**src/rtl/sertx_pkg.sv**
```systemverilog
package sertx_pkg;
    localparam int DW       = 8;
    localparam int FW       = DW + 3;
    localparam int CNT_W    = $clog2(FW + 1);
    localparam int STAT_W   = 8;
    localparam int ST_EMPTY = 7;
    localparam int ST_DONE  = 6;

    typedef struct packed {
        logic          b8;
        logic [DW-1:0] d;
    } tx_word_t;

    typedef enum logic [2:0] {
        K_NONE,
        K_PRE,
        K_BRK,
        K_GAP,
        K_DATA
    } char_kind_e;

    // Framed character, bit 0 goes on the line first.
    function automatic logic [FW-1:0] frame_of(tx_word_t w, logic lng);
        return lng ? {1'b1, w.b8, w.d, 1'b0} : {2'b11, w.d, 1'b0};
    endfunction

    function automatic logic [CNT_W-1:0] char_len(logic lng);
        return lng ? CNT_W'(FW) : CNT_W'(FW - 1);
    endfunction
endpackage

```
**src/rtl/sertx_hold.sv**
```systemverilog
module sertx_hold
    import sertx_pkg::*;
(
    input  logic     clk,
    input  logic     rst,
    input  logic     wr_stb,
    input  tx_word_t wr_word,
    input  logic     xfer,
    input  logic     idle_set,
    output logic     full,
    output tx_word_t word,
    output logic     done
);
    always_ff @(posedge clk) begin
        if (rst) begin
            full <= 1'b0;
            done <= 1'b1;
            word <= '0;
        end else begin
            if (wr_stb) begin
                word <= wr_word;
                full <= 1'b1;
                done <= 1'b0;
            end else begin
                if (xfer)
                    full <= 1'b0;
                if (idle_set)
                    done <= 1'b1;
            end
        end
    end

    assert_write_clears_R5: assert property (@(posedge clk) disable iff (rst)
        wr_stb |=> (full && !done));
    assert_word_kept_R11: assert property (@(posedge clk) disable iff (rst)
        (full && !xfer) |=> full);
    assert_done_sets_R7: assert property (@(posedge clk) disable iff (rst)
        (idle_set && !wr_stb) |=> done);
endmodule

```
**src/rtl/sertx_shift.sv**
```systemverilog
module sertx_shift
    import sertx_pkg::*;
(
    input  logic     clk,
    input  logic     rst,
    input  logic     bit_tick,
    input  logic     tx_en,
    input  logic     long_mode,
    input  logic     brk_req,
    input  logic     hold_full,
    input  tx_word_t hold_word,
    output logic     xfer,
    output logic     idle_set,
    output logic     line
);
    logic             busy;
    logic [FW-1:0]    frame;
    logic [CNT_W-1:0] left;
    logic             en_q;
    logic             pre_pend;
    logic             brk_last;
    logic             boundary;
    char_kind_e       kind;

    // A boundary is a strobe that ends the last bit, or a strobe while the line is quiet.
    assign boundary = bit_tick && tx_en && en_q && (!busy || left == CNT_W'(1));

    always_comb begin
        if (pre_pend)       kind = K_PRE;
        else if (brk_req)   kind = K_BRK;
        else if (brk_last)  kind = K_GAP;
        else if (hold_full) kind = K_DATA;
        else                kind = K_NONE;
    end

    assign xfer     = boundary && (kind == K_DATA);
    assign idle_set = boundary && (kind == K_NONE);
    assign line     = busy ? frame[0] : 1'b1;

    always_ff @(posedge clk) begin
        if (rst) begin
            busy     <= 1'b0;
            frame    <= '1;
            left     <= '0;
            en_q     <= 1'b0;
            pre_pend <= 1'b0;
            brk_last <= 1'b0;
        end else begin
            en_q <= tx_en;
            if (!tx_en) begin
                busy     <= 1'b0;
                pre_pend <= 1'b0;
                brk_last <= 1'b0;
            end else begin
                if (!en_q)
                    pre_pend <= 1'b1;
                if (boundary) begin
                    busy     <= (kind != K_NONE);
                    brk_last <= (kind == K_BRK);
                    left     <= char_len(long_mode);
                    unique case (kind)
                        K_PRE: begin
                            frame    <= '1;
                            pre_pend <= 1'b0;
                        end
                        K_BRK:   frame <= '0;
                        K_GAP: begin
                            frame <= '1;
                            left  <= CNT_W'(1);
                        end
                        K_DATA:  frame <= frame_of(hold_word, long_mode);
                        default: frame <= '1;
                    endcase
                end else if (bit_tick && busy) begin
                    frame <= {1'b1, frame[FW-1:1]};
                    left  <= left - CNT_W'(1);
                end
            end
        end
    end

    assert_high_before_start_R9: assert property (@(posedge clk) disable iff (rst)
        xfer |-> line);
    assert_break_low_R8: assert property (@(posedge clk) disable iff (rst)
        (boundary && brk_req && !pre_pend) |=> !line);
    assert_disabled_high_R10: assert property (@(posedge clk) disable iff (rst)
        !tx_en |=> (line && !xfer));
endmodule

```
**src/rtl/sertx_brk.sv**
```systemverilog
module sertx_brk
    import sertx_pkg::*;
(
    input  logic              clk,
    input  logic              rst,
    input  logic              bit_tick,
    input  logic              tx_en,
    input  logic              long_mode,
    input  logic              brk_req,
    input  logic              wr_stb,
    input  logic [DW-1:0]     wr_data,
    input  logic              wr_bit8,
    output logic              txd,
    output logic [STAT_W-1:0] status
);
    tx_word_t wr_word;
    tx_word_t hold_word;
    logic     hold_full;
    logic     done;
    logic     xfer;
    logic     idle_set;

    assign wr_word = '{b8: wr_bit8, d: wr_data};

    sertx_hold hold_i (
        .clk      (clk),
        .rst      (rst),
        .wr_stb   (wr_stb),
        .wr_word  (wr_word),
        .xfer     (xfer),
        .idle_set (idle_set),
        .full     (hold_full),
        .word     (hold_word),
        .done     (done)
    );

    sertx_shift shift_i (
        .clk       (clk),
        .rst       (rst),
        .bit_tick  (bit_tick),
        .tx_en     (tx_en),
        .long_mode (long_mode),
        .brk_req   (brk_req),
        .hold_full (hold_full),
        .hold_word (hold_word),
        .xfer      (xfer),
        .idle_set  (idle_set),
        .line      (txd)
    );

    always_comb begin
        status           = '0;
        status[ST_EMPTY] = !hold_full;
        status[ST_DONE]  = done;
    end

    assert_flags_after_reset_R1: assert property (@(posedge clk)
        $fell(rst) |-> (status == 8'hC0 && txd));
endmodule

```
**config.mk**
```make
export PLATFORM = sky130hd
export DESIGN_NAME = sertx_brk
export DESIGN_NICKNAME = d
export VERILOG_FILES = /design/src/rtl/sertx_pkg.sv /design/src/rtl/sertx_hold.sv /design/src/rtl/sertx_shift.sv /design/src/rtl/sertx_brk.sv
export SDC_FILE = /design/constraint.sdc
export NUM_CORES = 1
export LEC_CHECK = 0
export BUFFER_PORTS_ARGS = -buffer_cell sky130_fd_sc_hd__buf_2
export CORE_ASPECT_RATIO = 0.6
export CORE_MARGIN = 2
export CORE_UTILIZATION = 25
export DETAILED_ROUTE_END_ITERATION = 7
export GPL_TIMING_DRIVEN = 0
export HOLD_SLACK_MARGIN = 0.03
export MAX_ROUTING_LAYER = met4
export PLACE_DENSITY = 0.42
export SETUP_SLACK_MARGIN = 0.05
export SLEW_MARGIN = 0
export SYNTH_ARGS = -nofsm -noshare
export SYNTH_HDL_FRONTEND = slang
export SYNTH_SLANG_ARGS = --single-unit
```
**constraint.sdc**
```tcl
create_clock -name clk -period 3 [get_ports clk]
set_input_delay 0.6 -clock clk [delete_from_list [all_inputs] [get_ports clk]]
set_output_delay 0.6 -clock clk [all_outputs]
set_load 0.05 [all_outputs]
```
# Word level (Yosys, flattened, before mapping)
# Index checks and enable logic that the tools add are counted.
[classes] reduce_logical=16 bitwise_logic=1 muxes=20 eq_ne=5 addsub=1
[op_table] op="$mux 11" count=2
[op_table] op="$pmux 11 s2" count=1
[op_table] op="$mux 3" count=4
[op_table] op="$mux 4" count=3
[op_table] op="$mux 10" count=1
[op_table] op="$mux 1" count=9
[op_table] op="$eq 3x2->1 const B" count=2
[op_table] op="$logic_and 1x1->1" count=6
[op_table] op="$reduce_bool 2->1" count=3
[op_table] op="$eq 4x1->1 const B" count=1
[op_table] op="$sub 4x1->4 const B" count=1
[op_table] op="$eq 3x1->1 const B" count=1
[op_table] op="$eq 3x3->1 const B" count=1
[op_table] op="$logic_not 3->1" count=1
[op_table] op="$reduce_bool 3->1" count=1
[op_table] op="$logic_not 1->1" count=2
[op_table] op="$reduce_and 2->1" count=1
[op_table] op="$reduce_or 2->1" count=1
[op_table] op="$logic_or 1x1->1" count=1
[op_table] op="$not 1->1" count=1
[totals] regBits=30 wordCells=53 out_inout_bits=9

# Longest topological paths before layout
# Gate-level depths: netlist of the first run.
[logic_depth] depth_word=8 depth_mapped=6

# Cells and area by module
# Synthesis of the first run repeated with hierarchy kept, for this count alone.
[hier_totals] hier_cells=165 hier_area_um2=1488.9
[by_module_without_submodules] module="sertx_shift" cells_per_inst=120 instances=1 area_per_inst_um2=1042.2
[by_module_without_submodules] module="sertx_hold" cells_per_inst=36 instances=1 area_per_inst_um2=386.6
[by_module_without_submodules] module="sertx_brk" cells_per_inst=9 instances=1 area_per_inst_um2=60.1

# Worst setup path after synthesis of the first run
# Ideal clock, no wire load.
[synth_path] path_kind="flip-flop to flip-flop" from="register shift_i.left[1]" to="register shift_i.frame[9]" required_time_ps=2860 setup_ps=140 stages_incl_launch_ff=7 t_arrival_ps=1490 slack_ps=1370 path_cell_list="dfxtp_1 inv_1 ha_1 or3b_4 a21o_2 nor4_2 a211oi_1"
[synth_via] elab_chain_len=5 elab_cells_between_ends=6 classes_between="eq/ne (1); mux (1); reduce/logical (4)"
[synth_rtl] element="from (decl)" line="sertx_shift.sv:18" text="logic [CNT_W-1:0] left;"
[synth_rtl] element="from (signal assigned)" line="sertx_shift.sv:60" text="left <= char_len(long_mode);"
[synth_rtl] element="from (signal assigned)" line="sertx_shift.sv:76" text="left <= left - CNT_W'(1);"
[synth_rtl] element="$eq 4x1->1 (*)" line="sertx_shift.sv:26" text="assign boundary = bit_tick && tx_en && en_q && (!busy || left == CNT_W'(1));"
[synth_rtl] element="$logic_or 1x1->1 (*)" line="sertx_shift.sv:26"
[synth_rtl] element="$logic_and 1x1->1 (*)" line="sertx_shift.sv:26"
[synth_rtl] element="$reduce_bool 2->1 (no source line)"
[synth_rtl] element="$reduce_and 2->1 (no source line)"
[synth_rtl] element="to (signal assigned)" line="sertx_shift.sv:71" text="K_DATA: frame <= frame_of(hold_word, long_mode);"
[synth_rtl] element="to (signal assigned)" line="sertx_shift.sv:75" text="frame <= {1'b1, frame[FW-1:1]};"
[synth_rtl] element="to (decl)" line="sertx_shift.sv:17" text="logic [FW-1:0] frame;"
# Mark *: on every way between the ends. The rest lies on a longest branch, timed or not.
# A chain may end at the register's enable or synchronous reset.

# Final worst setup path of the first run
# Ends and elaborated chain as after synthesis.

==> results.md, run 1 <==
* Leak pwr at 0.681 nW
* Setup violators final at 0
* Synth warnings at 0
* Initial Utilization at 26.6%
* Number of synthesized register bits at 30
* R2R setup slack at 1170 ps
* Crit path time final at 1830 ps
* DRC violations left at 0
* Post-synthesis sequential area ratio at 43.4%
* Total power after layout at 924 uW
* WL final at 3.22 mm
* Clock root buffer: clkbuf_8
* Worst-Skew Late Latency at 280 ps
* Via density at 4.74
* Peak supply drop at 0.000136 V
* CP arrival at 1970 ps
* Largest net degree at the start of global routing at 11
* Slew margin rel. at 64.4%
* DRT Pass-1 Iters at 4
* # rows at 20
* Post-CTS Resized at 0
* Port Buf Inserts at 18
* Mux contribution to synthesized area at 6.52%
* DIE AREA at 0.00616 mm2
* Crit path cell chain: inv_1, ha_1, or3b_4, a21o_2, nor4_2, a211oi_1
* Cts hold-fix bufs at 0
* Worst Hold Class: reg -> reg
* Synth top area share at 43.4%
* R2r endpoint: shift_i.frame[9]$_SDFFE_PP1P_
* Worst setup SP type: register
* Fin. Hold Viols at 0
* Post-CTS setup buffers at 0
* RD Place Congestion at 0.779
* R2R Path Start: shift_i.left[1]$_SDFFE_PP0P_
* Post-route ant nets at 0
* Adder-Cell Fraction of Synth Area at 1.81%
* CTS tree: built
* Vias in the first global route at 1115
* Top delay family on crit path: simple AND/OR/NAND/NOR gates
* Detail Placement HPWL at 2.43 mm
* Count of clock tree sinks at 30
* Req. time, crit path at 3140 ps
* Synth top area cells: dfxtp_1 (43%), mux2i_1 (6.5%), nor2_1 (5.2%)
* I/O pin total at 25
* Fin worst setup slack at 1170 ps
* Die width at 100 um
* Bufs on Longest Clock Path at 2
* Setup Crit Path Kind: reg -> reg
* Synth Instances at 149
* Post-synth EDFFs at 0
* Initial antenna violation count at 0
* Synth Flop Type: dfxtp_1
* Smallest hold slack at 496 ps
* Inserted Clock Buffers at 5
* Drt first-iter violations at 51
* PwrDens at 549 mW/mm2
* F_max at 0.546 GHz
* Crit path largest cell delay at 430 ps
* Crit path buf inv count at 1
* Fin crit share at 61.0%
* H-tree depth at 2
* Layout Cells excl Fill at 246
* Cell count along the critical path at 6
* Slew @ Worst Pin at 533 ps
* P&R area growth vs syn at 21.8%
* Worst R2R Path Depth at 6
* Wire per inst at 13.1 um
* Largest family of logic cells by synthesized area: compound AO/OA/AOI/OAI gates
* Via count at 1165
* Dpl cells at 238
* Die height at 61.6 um
* WHS Endpoint: shift_i.brk_last$_SDFFE_PP0P_
* Fin Setup TNS at 0 ps
* Max Cap Viol at 0
* GRT Util Overall at 12.2%
* Clock skew at 7.19 ps
* Simple-Gate Fraction of Synth Area at 17.0%
* Worst-path fanout max at 7
* Place WS at 1200 ps
* Hold_sp: shift_i.brk_last$_SDFFE_PP0P_
* Grt ovf at 0
* Worst path slowest cell: or3b_4
* Post-synthesis cell area at 0.00138 mm2
* Post-synth ARST share at 0%
* Area leader, netlist: dfxtp_1
* # diodes at 0
* Clock transition at path regs at 60 ps
* Post-synth cell types at 41
* Unrepaired setup endpoints after global routing: false
* Commonest cells post-synth: dfxtp_1 (30), nor2_1 (19), o21ai_1 (12)
* Compound-cell area share of the yosys netlist at 22.8%
* Share of layout cells above drive strength 1 at 25.0%
* Status: finished clean
* Core Area at 0.00520 mm2
* Post-synthesis xor/xnor area fraction at 0.633%
* Hold path cells at 2
* First-pass GRT wire length at 5.35 mm
* Fillcell total at 559
* Syn Area/Cell at 9.28 um2
* Slew Limit Fails at 0
* CP endpoint kind: register
* Count leader, synth: dfxtp_1
* Final net count at 197
## cell families after synthesis
kind of cell,after synthesis
AO/OA/AOI/OAI,40
XOR/XNOR,1
adder cells (fa/ha/maj),2
buffers and inverters,20
flip-flops,30
multiplexers,9
other,1
AND/OR/NAND/NOR,46
## layout make-up
class	count	area, um2	share of cell area, %
Inverter	7	26.3	1.56
Sequential cell	30	601	35.7
Multi-Input combinational cell	104	697	41.4
Buffer	13	77.6	4.61
Tap cell	66	82.6	4.90
Clock buffer	8	110	6.54
Timing Repair Buffer	18	90.1	5.35
## worst max-delay path by stage
stage | startpoint | end | slack [ps]
2_1_floorplan | shift_i.left[1]$_SDFFE_PP0P_ | shift_i.frame[9]$_SDFFE_PP1P_ | 1370
3_3_place_gp | brk_req | hold_i.done$_SDFFE_PP1P_ | 1210
3_5_place_dp | shift_i.left[1]$_SDFFE_PP0P_ | shift_i.frame[9]$_SDFFE_PP1P_ | 1200
4_1_cts | shift_i.left[1]$_SDFFE_PP0P_ | shift_i.frame[1]$_SDFFE_PP1P_ | 1190
5_1_grt | shift_i.left[1]$_SDFFE_PP0P_ | shift_i.frame[1]$_SDFFE_PP1P_ | 1000
6_report | shift_i.left[1]$_SDFFE_PP0P_ | shift_i.frame[9]$_SDFFE_PP1P_ | 1170
## tightest hold or removal path, cell delays in order (launching register included)
cell and delay, ps:
dfxtp_1 330, nand2_1 60, a21oi_1 60
## cells in the final DEF, fill, tap and decap left out, types with 2 or more instances in the layout
cell type   n
mux2i_1     9
clkbuf_1    3
nand2_1     4
buf_2      20
nand3_1     3
buf_4       7
conb_1      6
nor2_1     19
or3_1       2
dfxtp_1    30
o21ai_1    12
clkbuf_8    8
inv_1       7
a31oi_1     3
a21oi_1     4
nor3_1      5
ha_1        2
nand2b_1    5
a221oi_1    8
## where the power goes
group / switching, mW / leakage, nW / total, mW / internal, mW
Combinational: 0.0709 / 0.377 / 0.114 / 0.0433
Clock: 0.146 / 0.0575 / 0.378 / 0.231
Sequential: 0.0150 / 0.246 / 0.432 / 0.417
## registers in the layout, indices dropped and copies added, names as in the netlist
register	cells
hold_i.word	9
shift_i.busy	1
shift_i.en_q	1
shift_i.brk_last	1
hold_i.full	1
shift_i.pre_pend	1
hold_i.done	1
shift_i.left	4
shift_i.frame	11
## metrics by stage
| stage | utilization (%) | area (um2) |
|---|---|---|
| 2_1_floorplan | - | 1400 |
| 3_3_place_gp | 30.2 | 1570 |
| 3_5_place_dp | 30.2 | 1570 |
| 4_1_cts | 32.4 | 1680 |
| 5_1_grt | 32.4 | 1680 |
| 6_report | 32.4 | 1680 |
## metal layers
metal	global-route usage [%]	vias up	routed length, um
li1	-	587	-
met4	7.44	0	99
met2	16.6	31	1310
met3	3.63	9	131
met1	15.8	538	1690
met5	-	-	0
(Power assumes the default switching activity.)
==> run 2, diff against run 1 <==
PLACE_DENSITY = 0.44   (was 0.42)
clock period = 1.6 ns   (was 3 ns; I/O delays follow)
==> run 2 against run 1 <==
  * The run now ends with negative setup slack left
  * Clock power grew 100%
  * Routed wire length grew 4.3%
  * Non-clock buffer count grew 8
  * Final area grew 9.7%
  * Critical endpoint is now shift_i.left[1]$_SDFFE_PP0P_
  * Largest power group unchanged
==> results.md, run 2 (synthesis gave the netlist of run 1 again) <==
* Initial antenna violation count at 0
* Crit path largest cell delay at 420 ps
* Commonest non-fill, non-tap cells in the layout: dfxtp_1 (27), buf_2 (20), nor2_1 (19)
* Leak pwr at 0.740 nW
* Grt ovf at 0
* Detail Placement HPWL at 2.38 mm
* First-pass GRT wire length at 5.22 mm
* Most Used Layer, Global Route: met2
* Unrepaired setup endpoints after global routing: true
* Status: finished with violations
* Initial Utilization at 26.6%
* R2R setup slack at -40 ps
* Clock root buffer: clkbuf_8
* Worst setup SP type: register
* Largest net degree at the start of global routing at 11
* Bufs on Longest Clock Path at 2
* Wire per inst at 13.2 um
* PwrDens at 983 mW/mm2
* Most common cell after layout, fill and taps aside: dfxtp_1
* Clock skew at 8.52 ps
* DRC violations left at 0
* Count of clock tree sinks at 30
* Setup violators final at 2
* # rows at 20
* Port Buf Inserts at 18
* Max FFs per register at 11
* WL final at 3.36 mm
* Via count at 1208
* Grt met1 use at 14.9%
* Cts hold-fix bufs at 0
* M3 GR Usage at 4.77%
* Via density at 4.76
* Total power after layout at 1.82 mW
* P&R area growth vs syn at 33.6%
* Peak supply drop at 0.000337 V
* Dpl cells at 238
* Max Cap Viol at 0
* Setup Crit Path Kind: reg -> reg
* Worst-path fanout max at 3
* CP endpoint kind: register
* I/O pin total at 25
* Fin crit share at 102%
* Post-route ant nets at 0
* H-tree depth at 2
* Crit path cell chain: inv_2, ha_4, or3b_4, a21oi_4, buf_6, a211o_1, o32ai_2
* Crit path time final at 1640 ps
* DRT Pass-1 Iters at 4
* Fin. Hold Viols at 0
* Req. time, crit path at 1750 ps
* Die width at 100 um
* # diodes at 0
* Biggest register: shift_i.frame
* GRT Util Overall at 12.0%
* Worst-Skew Late Latency at 290 ps
* Inserted Clock Buffers at 5
* Worst path slowest cell: or3b_4
* Slew Limit Fails at 0
* Worst Hold Class: in -> reg
* Fin worst setup slack at -39.6 ps
* Die height at 61.6 um
* Top Registers: shift_i.frame (11), hold_i.word (9), shift_i.left (4)
* Layout Cells excl Fill at 254
* F_max at 0.610 GHz
* Final net count at 205
* Vias in the first global route at 1107
* Met2 usage at 17.1%
* RD Place Congestion at 0.796
* Crit path buf inv count at 2
* Share of layout cells above drive strength 1 at 36.7%
* CTS tree: built
* Violated checks: negative setup slack
* CP arrival at 1790 ps
* Drt first-iter violations at 52
* Core Area at 0.00520 mm2
* DIE AREA at 0.00616 mm2
* Top delay family on crit path: compound AO/OA/AOI/OAI gates
* Clock transition at path regs at 70 ps
run 2: tightest hold or removal path: stages:
cell and delay (ps):
buf_2 70, mux2i_1 50, nor2_1 70
run 2: repair_timing:
action | 4_1_cts | 5_1_grt
buffers inserted | 6 | 2
setup endpoints to repair | 17 | 20
resized for setup | 6 | 14
pin swaps | 5 | 18
run 2: power by group:
part           internal, mW  total [mW]  switching (mW)
registers             0.781       0.811          0.0297
clock network         0.458       0.760           0.302
logic                0.0962       0.244           0.148
total                  1.34        1.82           0.480
run 2: path summary, 6_finish.rpt:
kind | start | end | cells past startpoint
hold reg to reg | shift_i.brk_last$_SDFFE_PP0P_ | shift_i.brk_last$_SDFFE_PP0P_ | 2
setup / recovery | shift_i.left[1]$_SDFFE_PP0P_ | shift_i.left[1]$_SDFFE_PP0P_ | 7
setup reg to reg | shift_i.left[1]$_SDFFE_PP0P_ | shift_i.left[1]$_SDFFE_PP0P_ | 7
hold / removal | wr_data[2] | hold_i.word[2]$_SDFFE_PP0P_ | 3
run 2: per-layer routing:
layer	vias to the layer above	wire, um
met5	-	0
met4	0	68
met3	5	177
met2	33	1450
met1	570	1660
li1	600	-
run 2: through the flow:
stage	hold WS, ps	area [um2]	worst slack (ps)	util [%]	TNS, ps
5_1_grt	275	1850	-75.6	35.5	-704
6_report	264	1850	-39.6	35.5	-49.9
3_5_place_dp	484	1590	-105	30.6	-1030
3_3_place_gp	482	1590	-63.6	30.6	-584
4_1_cts	254	1770	32.4	34.0	0
2_1_floorplan	454	1420	54.9	-	0
run 2: cell type report:
type                            instances  area (um2)
Buffer                                 13        77.6
Sequential cell                        30         607
Inverter                                7        26.3
Clock inverter                          3        40.0
Timing Repair Buffer                   26         161
Tap cell                               66        82.6
Fill cell                             539        3360
Multi-Input combinational cell        104         783
Clock buffer                            5        68.8
==> run 3, diff against run 2 <==
CORE_UTILIZATION = 49   (was 25)
PLACE_DENSITY = 0.74   (was 0.44)
clock period = 1.3 ns   (was 1.6 ns; I/O delays follow)
==> run 3 against run 2 <==
  * The flow still finishes with violations (negative setup slack)
  * Largest cell class unchanged
  * Critical endpoint unchanged
  * Critical path type unchanged
  * Cell count down 13%
  * First-iteration DRC count up 62%
  * Combinational power up 26%
  * Sequential cell count unchanged
  * Routed wire length down 0.12%
  * Clock skew up 2.3 ps
==> results.md, run 3 (synthesis gave the netlist of run 1 again) <==
* Status: finished with violations
* Violated checks: negative setup slack
* Port Buf Inserts at 18
* Final Core Density at 69.1%
* Slew @ Worst Pin at 521 ps
* Unrepaired setup endpoints after global routing: true
* Top Registers: shift_i.frame (11), hold_i.word (9), shift_i.left (4)
* Fin. Hold Viols at 0
* P&R area growth vs syn at 29.5%
* Setup Crit Path Kind: reg -> reg
* Worst path slowest cell: or3b_4
* Core Area at 0.00259 mm2
* Share of layout cells above drive strength 1 at 37.6%
* PwrDens at 1130 mW/mm2
* Setup violators final at 20
* Post-route ant nets at 0
* H-tree depth at 2
* Place WS at -355 ps
* Req. time, crit path at 1450 ps
* Worst R2R Path Depth at 6
* Detail Placement HPWL at 2.33 mm
* Die height at 45.1 um
* Largest net degree at the start of global routing at 11
* Via density at 5.70
* CP endpoint kind: register
* Wire length on met3 at 347 um
* Bufs on Longest Clock Path at 2
* Clock skew at 10.8 ps
* Wire per inst at 15.2 um
* Top delay family on crit path: compound AO/OA/AOI/OAI gates
* DRC violations left at 0
* Worst-path fanout max at 5
* Commonest non-fill, non-tap cells in the layout: dfxtp_1 (26), nor2_1 (19), buf_4 (19)
* Top Metal Used: met4
* Max FFs per register at 11
* Routed length on met1 at 1.50 mm
* Vias in the first global route at 1083
* Met2 routed WL at 1.46 mm
* R2R Path Start: shift_i.left[1]$_SDFFE_PP0P_
* R2r endpoint: shift_i.left[1]$_SDFFE_PP0P_
* Drt first-iter violations at 84
* F_max at 0.634 GHz
* Peak supply drop at 0.000763 V
* CTS tree: built
* Slew margin rel. at 65.2%
* CP arrival at 1720 ps
* WL final at 3.36 mm
* RD Place Congestion at 0.889
* Worst-Skew Late Latency at 290 ps
* Max Cap Viol at 0
* GRT Util Overall at 23.3%
* Leak pwr at 0.739 nW
* Count of clock tree sinks at 30
* Crit path largest cell delay at 410 ps
* Fin crit share at 121%
* Worst Setup SP: shift_i.left[1]$_SDFFE_PP0P_
* Final net count at 206
* Crit path time final at 1580 ps
* First-pass GRT wire length at 5.31 mm
* Via count at 1259
* Inserted Clock Buffers at 5
* Die width at 72.6 um
* Clock root buffer: clkbuf_8
* Grt ovf at 0
* # diodes at 0
* Cell count along the critical path at 6
* Slew Limit Fails at 0
* Clock transition at path regs at 70 ps
* DIE AREA at 0.00328 mm2
* Worst setup SP type: register
* # rows at 14
* R2R setup slack at -280 ps
* Crit path buf inv count at 1
* Worst Hold Class: in -> reg
* Biggest register: shift_i.frame
* DRT Pass-1 Iters at 4
* Fin worst setup slack at -277 ps
* Initial Utilization at 53.3%
* CP Capture Point: shift_i.left[1]$_SDFFE_PP0P_
* I/O pin total at 25
* Cts hold-fix bufs at 0
* Most common cell after layout, fill and taps aside: dfxtp_1
* Initial antenna violation count at 0
* Crit path cell chain: inv_2, ha_4, or3b_4, a21oi_4, a211o_1, o32ai_1
run 3: cell types whose count changed in the layout (fill, tap and decap cells not counted), moves of 2 or more:
cell and delta:
o21ai_2 -3, clkinv_2 -2, buf_2 -3, buf_4 +7, o21ai_1 +3, dfxtp_4 +2
buf_6 -2
run 3: worst register-to-register path: cells and delay by family (launching register included):
| family | cells | cell delay (ps) |
|---|---|---|
| flip-flops | 1 | 320 |
| adder cells (fa/ha/maj) | 1 | 120 |
| AO/OA/AOI/OAI | 3 | 530 |
| buffers and inverters | 1 | 60 |
| AND/OR/NAND/NOR | 1 | 410 |
run 3: cell type report:
| type | instances | area [um2] |
|---|---|---|
| tap | 32 | 40.0 |
| timing repair buffer | 28 | 176 |
| fill | 211 | 802 |
| inverter | 7 | 30.0 |
| sequential | 30 | 613 |
| clock buffer | 8 | 80.1 |
| buffer | 12 | 75.1 |
| multi-input combinational | 104 | 776 |
run 3: worst min-delay path by stage:
stage	startpoint	to	slack [ps]	cells after the start
2_1_floorplan	wr_bit8	hold_i.word[8]$_SDFFE_PP0P_	410	2
3_3_place_gp	shift_i.frame[1]$_SDFFE_PP1P_	shift_i.frame[0]$_SDFFE_PP1P_	470	2
3_5_place_dp	shift_i.frame[1]$_SDFFE_PP1P_	shift_i.frame[0]$_SDFFE_PP1P_	480	2
4_1_cts	wr_data[1]	hold_i.word[1]$_SDFFE_PP0P_	200	3
5_1_grt	wr_data[1]	hold_i.word[1]$_SDFFE_PP0P_	230	3
6_report	wr_data[1]	hold_i.word[1]$_SDFFE_PP0P_	210	3
run 3: through the flow:
step	setup TNS, ps	hold slack (ps)	area, um2	instances	power, mW
6_report	-4210	208	1790	221	2.02
5_1_grt	-5610	234	1790	221	2.10
4_1_cts	-4300	203	1710	215	2.02
3_5_place_dp	-6200	480	1570	204	1.29
3_3_place_gp	-5500	470	1570	204	1.28
2_1_floorplan	-2540	407	1440	154	1.21
run 3: power breakdown:
part / internal (mW) / total, mW / switching [mW]
registers: 0.960 / 0.995 / 0.0352
clock network: 0.379 / 0.720 / 0.341
logic: 0.122 / 0.307 / 0.185
run 3: what timing repair did:
item                       4_1_cts  5_1_grt
resized for setup               12       11
setup endpoints to repair       21       29
buffers inserted                 3        7
pin swaps                        3        2
run 3: per-layer routing:
| metal | vias to the layer above | track usage (%) |
|---|---|---|
| met5 | - | - |
| met4 | 0 | 8.89 |
| met3 | 10 | 8.93 |
| met2 | 56 | 32.2 |
| met1 | 589 | 30.7 |
| li1 | 604 | - |
